`src/rtl/bsc_pkg.sv`:
```
// Package bsc_pkg
// Shared constants and helpers for the bit-serial concatenator.
// Assumes words are a power of two bits wide and at least 4 bits.
package bsc_pkg;

    // Default serial word width used across the unit.
    localparam int unsigned BSC_WORD_W = 32;

    // Default constant carried by the constant stream.
    localparam logic [BSC_WORD_W-1:0] BSC_CONST = 32'h0000_0004;

    // Number of phase bits needed for a word of the given width.
    function automatic int unsigned bsc_phase_bits(input int unsigned word_w);
        return (word_w <= 2) ? 1 : $clog2(word_w);
    endfunction

endpackage

```
`src/rtl/bsc_phase_ctr.sv`:
```
// Module bsc_phase_ctr
// Counts the bit position of the serial word, 0 to WORD_W-1, and wraps
// with no gap. Assumes a synchronous active-low reset that forces phase 0.
module bsc_phase_ctr #(
    parameter int unsigned WORD_W = 32,
    parameter int unsigned PH_W   = 5
) (
    input  logic            clk,
    input  logic            rst_n,
    output logic [PH_W-1:0] phase
);
    localparam logic [PH_W-1:0] LAST = PH_W'(WORD_W - 1);

    // Advance the bit position every clock, returning to 0 after the last bit.
    always_ff @(posedge clk) begin
        if (!rst_n)
            phase <= '0;
        else if (phase == LAST)
            phase <= '0;
        else
            phase <= phase + 1'b1;
    end

    // a reset cycle leaves the count at zero.
    a_r1_reset_phase: assert property (@(posedge clk)
        !rst_n |=> (phase == '0));

    // outside reset, the count steps by exactly one per clock.
    a_r2_step: assert property (@(posedge clk) disable iff (!rst_n)
        (rst_n && phase != LAST) |=> (phase == $past(phase) + 1'b1));

    // the wrap goes straight from the last bit to bit 0.
    a_r2_wrap: assert property (@(posedge clk) disable iff (!rst_n)
        (phase == LAST) |=> (phase == '0));

endmodule

```
`src/rtl/bsc_delay_line.sv`:
```
// Module bsc_delay_line
// A DEPTH-stage shift register that takes the serial input every clock.
// Its tail bit is the input from DEPTH clocks earlier. Assumes it shifts
// without pause, so at phase DEPTH it holds the first DEPTH bits of the word.
module bsc_delay_line #(
    parameter int unsigned DEPTH = 16
) (
    input  logic clk,
    input  logic rst_n,
    input  logic din,
    output logic tail
);
    logic [DEPTH-1:0] stages;

    // Shift the input in at the top, so the oldest bit reaches position 0.
    always_ff @(posedge clk) begin
        if (!rst_n)
            stages <= '0;
        else
            stages <= {din, stages[DEPTH-1:1]};
    end

    // Present the oldest stored bit.
    always_comb tail = stages[0];

    // the bit at the head of the line is the input taken one clock before.
    a_r4_head_capture: assert property (@(posedge clk) disable iff (!rst_n)
        rst_n |=> (stages[DEPTH-1] == $past(din)));

endmodule

```
`src/rtl/bsc_const_gen.sv`:
```
// Module bsc_const_gen
// Emits a constant serially, least significant bit first, by selecting
// the bit of CONST_VAL that matches the current phase.
// Assumes the phase counter runs without gaps.
module bsc_const_gen #(
    parameter int unsigned           WORD_W    = 32,
    parameter int unsigned           PH_W      = 5,
    parameter logic [WORD_W-1:0]     CONST_VAL = 32'h4
) (
    input  logic            clk,
    input  logic            rst_n,
    input  logic [PH_W-1:0] phase,
    output logic            const_bit
);
    localparam logic [PH_W-1:0] LAST = PH_W'(WORD_W - 1);
    localparam int unsigned     ONES = $countones(CONST_VAL);

    // Pick the constant bit for this bit position.
    always_comb const_bit = CONST_VAL[phase];

    // Count lit phases within the word; this count is used only by the check below.
    logic [PH_W:0] ones_seen;
    always_ff @(posedge clk) begin
        if (!rst_n || phase == LAST)
            ones_seen <= '0;
        else
            ones_seen <= ones_seen + {{PH_W{1'b0}}, const_bit};
    end

    // every word carries exactly as many ones as the constant.
    a_r7_ones_per_word: assert property (@(posedge clk) disable iff (!rst_n)
        (phase == LAST) |-> ((ones_seen + {{PH_W{1'b0}}, const_bit}) == (PH_W+1)'(ONES)));

endmodule

```
`src/rtl/bsc_concat_top.sv`:
```
// Module bsc_concat_top
// Bit-serial halfword concatenator with a constant stream.
// The result word carries A's low half in its low half and B's low half
// in its high half. B is delayed by half a word, and the top phase bit
// selects the source. Assumes both operands arrive LSB first, in step
// with the phase output, and that reset is synchronous and active low.
module bsc_concat_top #(
    parameter  int unsigned        WORD_W    = bsc_pkg::BSC_WORD_W,
    parameter  logic [WORD_W-1:0]  CONST_VAL = bsc_pkg::BSC_CONST,
    localparam int unsigned        PH_W      = bsc_pkg::bsc_phase_bits(WORD_W)
) (
    input  logic            clk,
    input  logic            rst_n,
    input  logic            a_bit,
    input  logic            b_bit,
    output logic [PH_W-1:0] phase,
    output logic            cat_bit,
    output logic            four_bit
);
    localparam int unsigned HALF_W = WORD_W / 2;

    logic b_delayed;
    logic upper_half;

    bsc_phase_ctr #(.WORD_W(WORD_W), .PH_W(PH_W)) u_phase (
        .clk   (clk),
        .rst_n (rst_n),
        .phase (phase)
    );

    bsc_delay_line #(.DEPTH(HALF_W)) u_delay (
        .clk   (clk),
        .rst_n (rst_n),
        .din   (b_bit),
        .tail  (b_delayed)
    );

    bsc_const_gen #(.WORD_W(WORD_W), .PH_W(PH_W), .CONST_VAL(CONST_VAL)) u_const (
        .clk       (clk),
        .rst_n     (rst_n),
        .phase     (phase),
        .const_bit (four_bit)
    );

    // The top phase bit alone marks the upper half of the word.
    always_comb upper_half = phase[PH_W-1];

    // Route live A in the lower half and delayed B in the upper half.
    always_comb cat_bit = upper_half ? b_delayed : a_bit;

    // in the lower half, the result follows the live A stream.
    a_r3_low_passes_a: assert property (@(posedge clk) disable iff (!rst_n)
        (phase < PH_W'(HALF_W)) |-> (cat_bit == a_bit));

endmodule

```
`config.mk`:
```
export PLATFORM = sky130hd
export DESIGN_NAME = bsc_concat_top
export DESIGN_NICKNAME = d
export VERILOG_FILES = /design/src/rtl/bsc_pkg.sv /design/src/rtl/bsc_phase_ctr.sv /design/src/rtl/bsc_delay_line.sv /design/src/rtl/bsc_const_gen.sv /design/src/rtl/bsc_concat_top.sv
export SDC_FILE = /design/constraint.sdc
export NUM_CORES = 1
export LEC_CHECK = 0
export BUFFER_PORTS_ARGS = -buffer_cell sky130_fd_sc_hd__buf_2
export CAP_MARGIN = 20
export CORE_UTILIZATION = 30
export DETAILED_ROUTE_END_ITERATION = 16
export GPL_ROUTABILITY_DRIVEN = 0
export PLACE_DENSITY_LB_ADDON = 0.08
export SYNTH_ARGS = -nofsm -noshare
export SYNTH_HDL_FRONTEND = slang
export SYNTH_SLANG_ARGS = --single-unit
```
`constraint.sdc`:
```
create_clock -name clk -period 2 [get_ports clk]
set_input_delay 0.4 -clock clk [delete_from_list [all_inputs] [get_ports clk]]
set_output_delay 0.4 -clock clk [all_outputs]
set_load 0.01 [all_outputs]
```
* Word-level counts from Yosys, hierarchy flattened *
Memories as Yosys holds them, arrays and structs flattened. A register that Yosys moved wholly into a read port is not among the register bits.
Index checks and enable logic that the tools add are counted.

storage, ports and cells
  register bits = 21
  memory bits (read-only) = 32
  output and inout port bits = 7
  memories kept = 1

memory list
  memory           words  width  rd ports  clocked after memory_dff  write ports  RTL line             text
  (no name shown)  32     1      1         1                         0            bsc_const_gen.sv:19  always_comb const_bit = CONST_VAL[phase];

operators by class
  add/subtract/negate cells = 1
  $lt $le $gt $ge = 1
  eq/ne operators = 1
  multiplexer cells = 3
  bitwise gates (word level) = 1
  reduce and logical (&&, ||, !) cells = 1

operators with widths
  operator             count
  $lt 5x6->1 const B   1
  $add 5x1->5 const B  1
  $eq 5x5->1 const B   1
  $mux 5               1
  $mux 1               2
  $reduce_or 2->1      1
  $not 1->1            1

* Logic depth before layout (Yosys ltp) *
Gate-level depths: netlist (run 1).

  word-level depth = 3
  depth in mapped cells = 6
  depth with buffers taken out = 6

* Modules after synthesis *
Synthesis (run 1) repeated with hierarchy kept, for this count alone.

unflattened totals
  cells, all modules = 56
  area total of the unflattened synthesis = 681.9 um^2

modules (own cells, without submodules)
  module          instances  cells an instance  area each (um^2)  sequential area each (um^2)
  bsc_delay_line  1          33                 446.7             320.3
  bsc_phase_ctr   1          20                 201.4             100.1
  bsc_const_gen   1          2                  18.8              0.0
  bsc_concat_top  1          1                  15.0              0.0

* Worst setup path before layout (run 1) *
OpenSTA, ideal clock, no wires.

  path type = register to register
  start point = reg u_phase.phase[0]
  end point = reg four_bit (netlist name)
  setup time = 0.087 ns
  data arrival time = 1.394 ns
  data required time = 1.913 ns
  path slack = 0.519 ns
  stages on the path, launching flop included = 7
  path buffers = 0
  cell sequence = dfxtp_1 -> ha_1 -> and3_1 -> ha_1 -> and2b_2 -> nand3_2 -> nor4b_2

RTL lines
  element                 RTL line             text
  start, declared         bsc_phase_ctr.sv:10  output logic [PH_W-1:0] phase
  start signal, assigned  bsc_phase_ctr.sv:21  phase <= phase + 1'b1;

==> results_dict.tcl, run 1 <==
set metrics [dict create \
    outcome "finished clean" \
    route.vias.total 390 \
    timing.critical_path.slowest_stage_cell "sky130_fd_sc_hd__dfxtp_1" \
    global_route_overflow 0 \
    worst_setup_path_end_kind "flop" \
    number_of_global_route_vias_before_repair 411 \
    synth_area_um2 686 \
    syn-instance-count 55 \
    finalHoldViolations 0 \
    synth_top_area_cell "sky130_fd_sc_hd__dfxtp_1" \
    critical_path.reg2reg.endpoint "four_bit" \
    critical_path_class "flop to flop" \
    synth_top_cells_by_count "sky130_fd_sc_hd__dfxtp_1 (22), sky130_fd_sc_hd__and2_1 (13), sky130_fd_sc_hd__and2_2 (6)" \
    gr-usage-all-layers_pct 9.57 \
    routed_length_per_instance_um 8.89 \
    vdd_ir_drop_max_mv 0.339 \
    clk_pin_slew_worst_paths_ns 0.10 \
    hold_path_end "u_delay.stages[15]" \
    timing.final.crit_period_ns 1.55 \
    tns_ns 0 \
    synthToLayoutAreaGrowth_pct 14.8 \
    drt-initial-drc-count 1 \
    hold_path_class "input pin to flop" \
    path_cells "ha_1 -> and3_1 -> ha_1 -> and2b_2 -> nand3_2 -> nor4b_2" \
    r2r_cells 6 \
    die_height_um 49.8 \
    drt-pass1-iter-count 2 \
    rsz0062_at_grt "false" \
    finalWirelength_um 836 \
    floorplan.initialDensity_pct 33.3 \
    dominant_cells_by_area_after_synthesis "sky130_fd_sc_hd__dfxtp_1 (64%), sky130_fd_sc_hd__and2_1 (12%), sky130_fd_sc_hd__and2_2 (6.6%)" \
    met3_length_um 51 \
    ff2ff_setup_slack_ns 0.45 \
    critPathLaunch "u_phase.phase[0]" \
    launching_point_of_the_worst_reg2reg_path "u_phase.phase[0]" \
    synth-warning-count 0 \
    min_path_cells 2 \
    post_synth.cell_area_avg_um2 12.5 \
    cts-htree-levels 1 \
    wl_met2_um 404 \
    clock_skew_ns 0.00332 \
    finalSetupViolations 0 \
    dominant_cell_by_count_in_the_synthesized_netlist "sky130_fd_sc_hd__dfxtp_1" \
    fp.dieW_um 49.8 \
    cts-resized-gates 0 \
    cts_buffers 3 \
    rows 16 \
    synth_cell_type_count 14 \
    route.antenna.remaining_nets 0 \
    cp_common_cell "sky130_fd_sc_hd__ha_1" \
    dp_hpwl_um 604 \
    worstMarginPinSlew_ns 0.224 \
    clock_sinks 22 \
    postSynth.topFlopCell "sky130_fd_sc_hd__dfxtp_1" \
    io_pins 11 \
    critPathArrivalTime_ns 1.76 \
    synth_nets 61 \
    maxSlewViolCount 0 \
    port-buffer-count 10 \
    synth_edf_count 0 \
    post_cts_hold_buffer_count 0 \
    final_core_utilization_pct 38.2 \
    worst_setup_path_start_kind "flop" \
    detail_route.wirelength.met1_um 365 \
    design.die.area_mm2 0.00248 \
    ys_ff_latch 22 \
    maxCapViolCount 0 \
    critPathMaxFanout 5 \
    grt_max_degree 19 \
    vias_per_cell 4.15 \
    startpoint_of_the_worst_hold_path "b_bit" \
    synth_top_area_share_pct 64.2 \
    synth.yosys.seq_area_share_pct 64.2 \
    critical_path.n_buffers_inverters 0 \
    num_antenna_cells 0 \
    fmaxAchievable_ghz 0.647 \
    num-nets-final 75 \
    post_cts_buffers 0 \
    cts_tree "done" \
    clkLatencyLatePin_ns 0.29 \
    leakagePower_nw 0.352 \
    number_of_antenna_violations_at_the_first_check_in_global_routing 0 \
    holdWs_ns 0.321 \
    power_density_mw_per_mm2 851 \
    grt_pass1_wl_um 1680 \
    clockRootBuffer "sky130_fd_sc_hd__clkbuf_4" \
    final_min_period_over_clock_period_pct 77.3 \
    path_delay_family "simple AND/OR/NAND/NOR gates" \
    core_area_mm2 0.00206 \
    uppermost_layer_routed "met4" \
    synth-async-reset-ratio_pct 0 \
    max_slew_margin_pct 85.0 \
    ratio_of_cells_with_drive_above_1_in_the_final_layout_pct 34.3 \
    critical-path-max-stage-delay_ns 0.35 \
    drc_markers 0 \
    max-clock-path-buffers 2 \
    crit_required_ns 2.21 \
]
[worst max-delay path by stage]
stage	to	slack [ns]	cells after the start
global route	four_bit	0.33	6
detailed placement	four_bit	0.46	6
finish	four_bit	0.45	6
global placement	four_bit	0.49	6
CTS	four_bit	0.44	6
floorplan	four_bit	0.52	6
[placed cells by master, fill, tap and decap left out, types with 2 or more instances in the layout]
master,synthesis,final
sky130_fd_sc_hd__dfxtp_1,22,22
sky130_fd_sc_hd__and2_1,13,13
sky130_fd_sc_hd__buf_2,1,10
sky130_fd_sc_hd__and2_2,6,6
sky130_fd_sc_hd__clkbuf_4,0,3
sky130_fd_sc_hd__nor2_1,2,2
sky130_fd_sc_hd__xnor2_1,2,2
sky130_fd_sc_hd__ha_1,2,2
[flip-flops by register name, summed over array words and instances (netlist names)]
register	count
u_phase.phase	5
four_bit	1
u_delay.stages	16
[power breakdown]
| group | leakage (nW) | switching, mW | internal, mW | total (mW) |
|---|---|---|---|---|
| combinational | 0.160 | 0.0186 | 0.0187 | 0.0373 |
| sequential | 0.178 | 0.00562 | 0.447 | 0.453 |
| clock | 0.0138 | 0.110 | 0.0699 | 0.180 |
[layout make-up]
cell class              instances  area [µm²]
multi-input cells              32         240
clock buffers                   3        22.5
flip-flops and latches         22         440
fillers                       226        1270
well taps                      27        33.8
repair buffers                 10        50.0
[cell families after synthesis]
family	Yosys count	share of synthesized area, %
xor gates and xnor gates	2	2.56
adders and majority gates	2	3.65
muxes	1	1.64
buffers and inverters	1	0.729
and+or+nand+nor	27	27.2
DFF	22	64.2
[worst register-to-register path, stage by stage (launching register included)]
cell and delay, ns:
sky130_fd_sc_hd__dfxtp_1 0.35, sky130_fd_sc_hd__ha_1 0.23, sky130_fd_sc_hd__and3_1 0.20, sky130_fd_sc_hd__ha_1 0.19, sky130_fd_sc_hd__and2b_2 0.24, sky130_fd_sc_hd__nand3_2 0.07
sky130_fd_sc_hd__nor4b_2 0.20
[per-stage QoR]
step / setup slack (ns) / power [mW] / cell area [µm²] / cells
after floorplan: 0.519 / 0.487 / 686 / 55
after global placement: 0.491 / 0.502 / 764 / 91
after detailed placement: 0.462 / 0.502 / 764 / 91
final: 0.453 / 0.670 / 787 / 94
after global routing: 0.333 / 0.714 / 787 / 94
after CTS: 0.439 / 0.690 / 787 / 94
[per-layer routing]
layer	global-route usage [%]	vias to the layer above
met2	15.3	9
met3	3.70	2
met1	10.1	181
li1	-	198
met4	7.14	0
met5	0	-
Note: power is estimated with default switching activity, not from simulation.
==> run 2: changes to the inputs <==
==> constraint.sdc (replaced) <==
create_clock -name clk -period 1.3 [get_ports clk]
set_input_delay 0.26 -clock clk [delete_from_list [all_inputs] [get_ports clk]]
set_output_delay 0.26 -clock clk [all_outputs]
set_load 0.01 [all_outputs]
==> run 2 against run 1 <==
  * The run now ends with negative setup slack left
  * Core utilization rose by 4.4 points
  * Flip-flop and latch count stayed put
  * Wire length grew 16%
==> results_dict.tcl, run 2 (synthesis gave the netlist of run 1 again) <==
set metrics [dict create \
    outcome "finished, violations left" \
    violated_checks "negative setup slack" \
    final_min_period_over_clock_period_pct 109 \
    registers.top_by_ff_count "u_delay.stages" \
    worstMarginPinSlew_ns 0.264 \
    max-clock-path-buffers 2 \
    switching_power_mw 0.239 \
    io_pins 11 \
    worst_setup_path_start_kind "flop" \
    clock_sinks 22 \
    vias_per_cell 4.14 \
    crit_required_ns 1.53 \
    core_area_mm2 0.00206 \
    power_frac_seq_pct 63.9 \
    rsz0062_at_grt "true" \
    critical_path.reg2reg.endpoint "four_bit" \
    synthToLayoutAreaGrowth_pct 27.9 \
    gr-usage-all-layers_pct 10.3 \
    critPathArrivalTime_ns 1.64 \
    drc_markers 0 \
    mostFrequentLayoutCell "sky130_fd_sc_hd__dfxtp_1" \
    worst_setup_path_end_kind "flop" \
    tns_ns -0.197 \
    power.total_mw 1.09 \
    vdd_ir_drop_max_mv 0.600 \
    timing.final.ws_setup_ns -0.115 \
    drt-pass1-iter-count 1 \
    drt-initial-drc-count 0 \
    met3_length_um 45 \
    design.die.area_mm2 0.00248 \
    final_cell_mix "sky130_fd_sc_hd__dfxtp_1 (19), sky130_fd_sc_hd__and2_1 (13), sky130_fd_sc_hd__buf_2 (9)" \
    timing.final.crit_period_ns 1.41 \
    r2r_cells 6 \
    critPathCapture "four_bit" \
    num_antenna_cells 0 \
    number_of_antenna_violations_at_the_first_check_in_global_routing 0 \
    die_height_um 49.8 \
    number_of_global_route_vias_before_repair 428 \
    maxCapViolCount 0 \
    fp.dieW_um 49.8 \
    power.clock.fraction_pct 28.8 \
    port-buffer-count 10 \
    clock_skew_ns 0.00744 \
    leakagePower_nw 0.381 \
    hold_path_class "input pin to flop" \
    largest_reg_flops 16 \
    cts_buffers 3 \
    maxSlewViolCount 0 \
    floorplan.initialDensity_pct 33.3 \
    route.vias.total 414 \
    detail_route.wirelength.met1_um 433 \
    clkLatencyLatePin_ns 0.30 \
    dp_hpwl_um 702 \
    finalSetupViolations 4 \
    fmaxAchievable_ghz 0.707 \
    max_slew_margin_pct 82.3 \
    cts-htree-levels 1 \
    critical_path_class "flop to flop" \
    route.antenna.remaining_nets 0 \
    grt_max_degree 15 \
    grt_pass1_wl_um 1790 \
    num-nets-final 80 \
    routed_length_per_instance_um 9.68 \
    cts_tree "done" \
    finalWirelength_um 968 \
    finalHoldViolations 0 \
    cell_internal_pwr_mw 0.850 \
    power_density_mw_per_mm2 1240 \
    rows 16 \
    power.share.switching_pct 21.9 \
    ratio_of_cells_with_drive_above_1_in_the_final_layout_pct 46.6 \
    global_route_overflow 0 \
    clockRootBuffer "sky130_fd_sc_hd__clkbuf_4" \
    ff2ff_setup_slack_ns -0.11 \
    power.combinational.fraction_pct 7.3 \
    critPathMaxFanout 4 \
    critPathLaunch "u_phase.phase[0]" \
    wl_met2_um 477 \
    clk_pin_slew_worst_paths_ns 0.12 \
    launching_point_of_the_worst_reg2reg_path "u_phase.phase[0]" \
    uppermost_layer_routed "met4" \
]
[run 2: cell count changes in the layout (fill, tap and decap cells not counted), sizes merged]
cell	before	now
buf	10	15
clkbuf	3	4
[run 2: timing repair]
item	CTS	global route
hold buffers	0	0
buffers inserted	0	1
setup endpoints to repair	4	5
resized for setup	4	0
[run 2: worst min-delay path by stage]
stage	depth (start not counted)	end	start
after global placement	1	u_delay.stages[2]	u_delay.stages[3]
after floorplan	1	u_delay.stages[2]	rst_n
after detailed placement	1	u_delay.stages[10]	u_delay.stages[11]
after CTS	2	u_delay.stages[15]	b_bit
after global routing	2	u_delay.stages[15]	b_bit
final	2	u_delay.stages[15]	b_bit
[run 2: power by group through the flow]
stage / Clock (mW) / Sequential, mW / Combinational (mW)
3_5_place_dp: 0 / 0.713 / 0.0786
5_1_grt: 0.370 / 0.698 / 0.0874
4_1_cts: 0.331 / 0.696 / 0.0819
6_report: 0.313 / 0.695 / 0.0799
2_1_floorplan: 0 / 0.719 / 0.0364
3_3_place_gp: 0 / 0.713 / 0.0783
[run 2: through the flow]
stage                     utilization (%)  instance area [µm²]  instances  setup slack [ns]  hold slack (ns)
after floorplan                         -                  721         55           -0.0810            0.382
after global placement               40.2                  830         95           -0.0802            0.418
after detailed placement             40.2                  830         95           -0.0983            0.419
after CTS                            42.2                  870         99            -0.126            0.159
after global routing                 42.5                  877        100            -0.175            0.143
final                                42.5                  877        100            -0.115            0.176
[run 2: layout make-up]
| cell class | count | area (µm²) |
|---|---|---|
| Clock buffer | 4 | 26.3 |
| Fill cell | 207 | 1180 |
| Multi-Input combinational cell | 32 | 274 |
| Tap cell | 27 | 33.8 |
| Timing Repair Buffer | 15 | 93.8 |
| Sequential cell | 22 | 449 |
[run 2: worst max-delay path, stage by stage (launching register included)]
cell                      delay (ns)
sky130_fd_sc_hd__dfxtp_4        0.37
sky130_fd_sc_hd__ha_4           0.15
sky130_fd_sc_hd__and3_4         0.18
sky130_fd_sc_hd__ha_4           0.15
sky130_fd_sc_hd__and2b_2        0.23
sky130_fd_sc_hd__nand3_2        0.08
sky130_fd_sc_hd__nor4b_2        0.19
[run 2: layer usage]
metal	up-vias	track usage, %
li1	212	-
met1	192	9.87
met2	8	17.1
met3	2	5.86
met4	0	5.71
met5	-	0
==> run 3: changes to the inputs <==
--- a/config.mk
+++ b/config.mk
@@ -7,6 +7,7 @@
 export LEC_CHECK = 0
 export BUFFER_PORTS_ARGS = -buffer_cell sky130_fd_sc_hd__buf_2
 export CAP_MARGIN = 20
+export CORE_MARGIN = 1.5
 export CORE_UTILIZATION = 30
 export DETAILED_ROUTE_END_ITERATION = 16
 export GPL_ROUTABILITY_DRIVEN = 0
==> run 3 against run 2 <==
  * Critical endpoint unchanged
  * The flow still finishes with violations (negative setup slack)
  * Largest cell class unchanged
  * Final cell count up 2.0%
  * Clock skew down 0.0030 ns
  * Critical path type unchanged
  * Non-clock buffer count grew 1
==> results_dict.tcl, run 3 (synthesis gave the netlist of run 1 again) <==
set metrics [dict create \
    outcome "finished, violations left" \
    violated_checks "negative setup slack" \
    largest_reg_flops 16 \
    ff2ff_setup_slack_ns -0.13 \
    route.antenna.remaining_nets 0 \
    critPathMaxFanout 4 \
    routed_length_per_instance_um 9.32 \
    placement.cell_area_um2 831 \
    num-nets-final 81 \
    registers.top_by_ff_count "u_delay.stages" \
    timing.final.crit_period_ns 1.43 \
    fmaxAchievable_ghz 0.700 \
    launching_point_of_the_worst_reg2reg_path "u_phase.phase[0]" \
    drc_markers 0 \
    fillCellCount 226 \
    cts_tree "done" \
    uppermost_layer_routed "met4" \
    critical_path.n_buffers_inverters 0 \
    final_cell_area_um2 897 \
    worst_setup_path_end_kind "flop" \
    vias_per_cell 3.98 \
    hold_path_end "u_delay.stages[15]" \
    clk_pin_slew_worst_paths_ns 0.12 \
    rows 17 \
    maxSlewViolCount 0 \
    max_slew_margin_pct 83.5 \
    fp.dieW_um 50.8 \
    leakagePower_nw 0.393 \
    dp_hpwl_um 681 \
    critical-path-max-stage-delay_ns 0.37 \
    r2r_cells 6 \
    clkLatencyLatePin_ns 0.30 \
    path_cells "ha_4 -> and3_4 -> ha_4 -> and2b_2 -> nand3_2 -> nor4b_2" \
    finalHoldViolations 0 \
    critical_path_class "flop to flop" \
    clock_skew_ns 0.00446 \
    final_min_period_over_clock_period_pct 110 \
    grt_pass1_wl_um 1630 \
    route.vias.total 406 \
    cts-htree-levels 1 \
    mostFrequentLayoutCell "sky130_fd_sc_hd__dfxtp_1" \
    global_route_overflow 0 \
    vdd_ir_drop_max_mv 0.792 \
    core_area_mm2 0.00219 \
    io_pins 11 \
    met3_length_um 63 \
    max-clock-path-buffers 2 \
    rsz0062_at_grt "true" \
    synthToLayoutAreaGrowth_pct 30.8 \
    cp_common_cell "sky130_fd_sc_hd__ha_4" \
    grt_max_degree 19 \
    finalSetupViolations 4 \
    worst_setup_path_start_kind "flop" \
    critPathArrivalTime_ns 1.65 \
    detail_route.wirelength.met1_um 444 \
    crit_required_ns 1.53 \
    clockRootBuffer "sky130_fd_sc_hd__clkbuf_4" \
    finalWirelength_um 951 \
    die_height_um 50.8 \
    drt-pass1-iter-count 2 \
    floorplan.initialDensity_pct 31.3 \
    min_path_cells 2 \
    cts_buffers 3 \
    tns_ns -0.297 \
    number_of_antenna_violations_at_the_first_check_in_global_routing 0 \
    timing.final.ws_setup_ns -0.128 \
    design.die.area_mm2 0.00258 \
    critPathLaunch "u_phase.phase[0]" \
    post_cts_hold_buffer_count 0 \
    critical_path.reg2reg.endpoint "four_bit" \
    power_density_mw_per_mm2 1280 \
    drt-initial-drc-count 2 \
    port-buffer-count 10 \
    number_of_global_route_vias_before_repair 398 \
    timing.critical_path.slowest_stage_cell "sky130_fd_sc_hd__dfxtp_4" \
    hold_path_class "input pin to flop" \
    startpoint_of_the_worst_hold_path "b_bit" \
    maxCapViolCount 0 \
    gr-usage-all-layers_pct 8.94 \
    path_delay_family "simple AND/OR/NAND/NOR gates" \
    final_cell_mix "sky130_fd_sc_hd__dfxtp_1 (19), sky130_fd_sc_hd__and2_1 (13), sky130_fd_sc_hd__buf_2 (9)" \
    wl_met2_um 430 \
    num_antenna_cells 0 \
    clock_sinks 22 \
    ratio_of_cells_with_drive_above_1_in_the_final_layout_pct 48.6 \
    worstMarginPinSlew_ns 0.246 \
]
-- run 3: where the power goes --
| group | internal [mW] | switching, mW |
|---|---|---|
| Combinational | 0.0507 | 0.0368 |
| Sequential | 0.687 | 0.00781 |
| Clock | 0.171 | 0.198 |
| Total | 0.908 | 0.242 |
-- run 3: repair_timing --
action,4_1_cts,5_1_grt
endpoints found under the hold margin,0,0
setup endpoints to repair,4,4
setup buffers,0,2
resized for setup,4,1
-- run 3: routing by layer --
metal / vias up / GRT usage [%]
met3: 2 / 5.36
li1: 212 / -
met4: 0 / 2.70
met5: - / 0
met2: 11 / 15.4
met1: 181 / 9.02
-- run 3: how the worst max path moves through the flow --
stage	endpoint	slack (ns)	cells after the start
finish	four_bit	-0.13	6
global route	four_bit	-0.19	6
detailed placement	four_bit	-0.11	6
floorplan	four_bit	-0.08	6
global placement	four_bit	-0.08	6
CTS	four_bit	-0.15	6
-- run 3: cell type report --
class                   count  area (µm²)  area share [%]
flip-flops and latches     22         449            50.1
multi-input cells          32         275            30.7
repair buffers             16         101            11.3
clock buffers               4        36.3            4.04
well taps                  28        35.0            3.91
-- run 3: through the flow --
step	power [mW]	setup slack (ns)	instances	hold slack (ns)	utilization [%]
after global routing	1.22	-0.191	102	0.168	40.9
final	1.15	-0.128	102	0.175	40.9
after detailed placement	0.795	-0.114	96	0.420	37.9
after CTS	1.17	-0.145	100	0.159	40.2
after floorplan	0.755	-0.0810	55	0.382	-
after global placement	0.795	-0.0767	96	0.414	37.9
-- run 3: worst reg2reg max path: stages (launching register included) --
cell	delay [ns]
sky130_fd_sc_hd__dfxtp_4	0.37
sky130_fd_sc_hd__ha_4	0.15
sky130_fd_sc_hd__and3_4	0.18
sky130_fd_sc_hd__ha_4	0.15
sky130_fd_sc_hd__and2b_2	0.23
sky130_fd_sc_hd__nand3_2	0.08
sky130_fd_sc_hd__nor4b_2	0.20
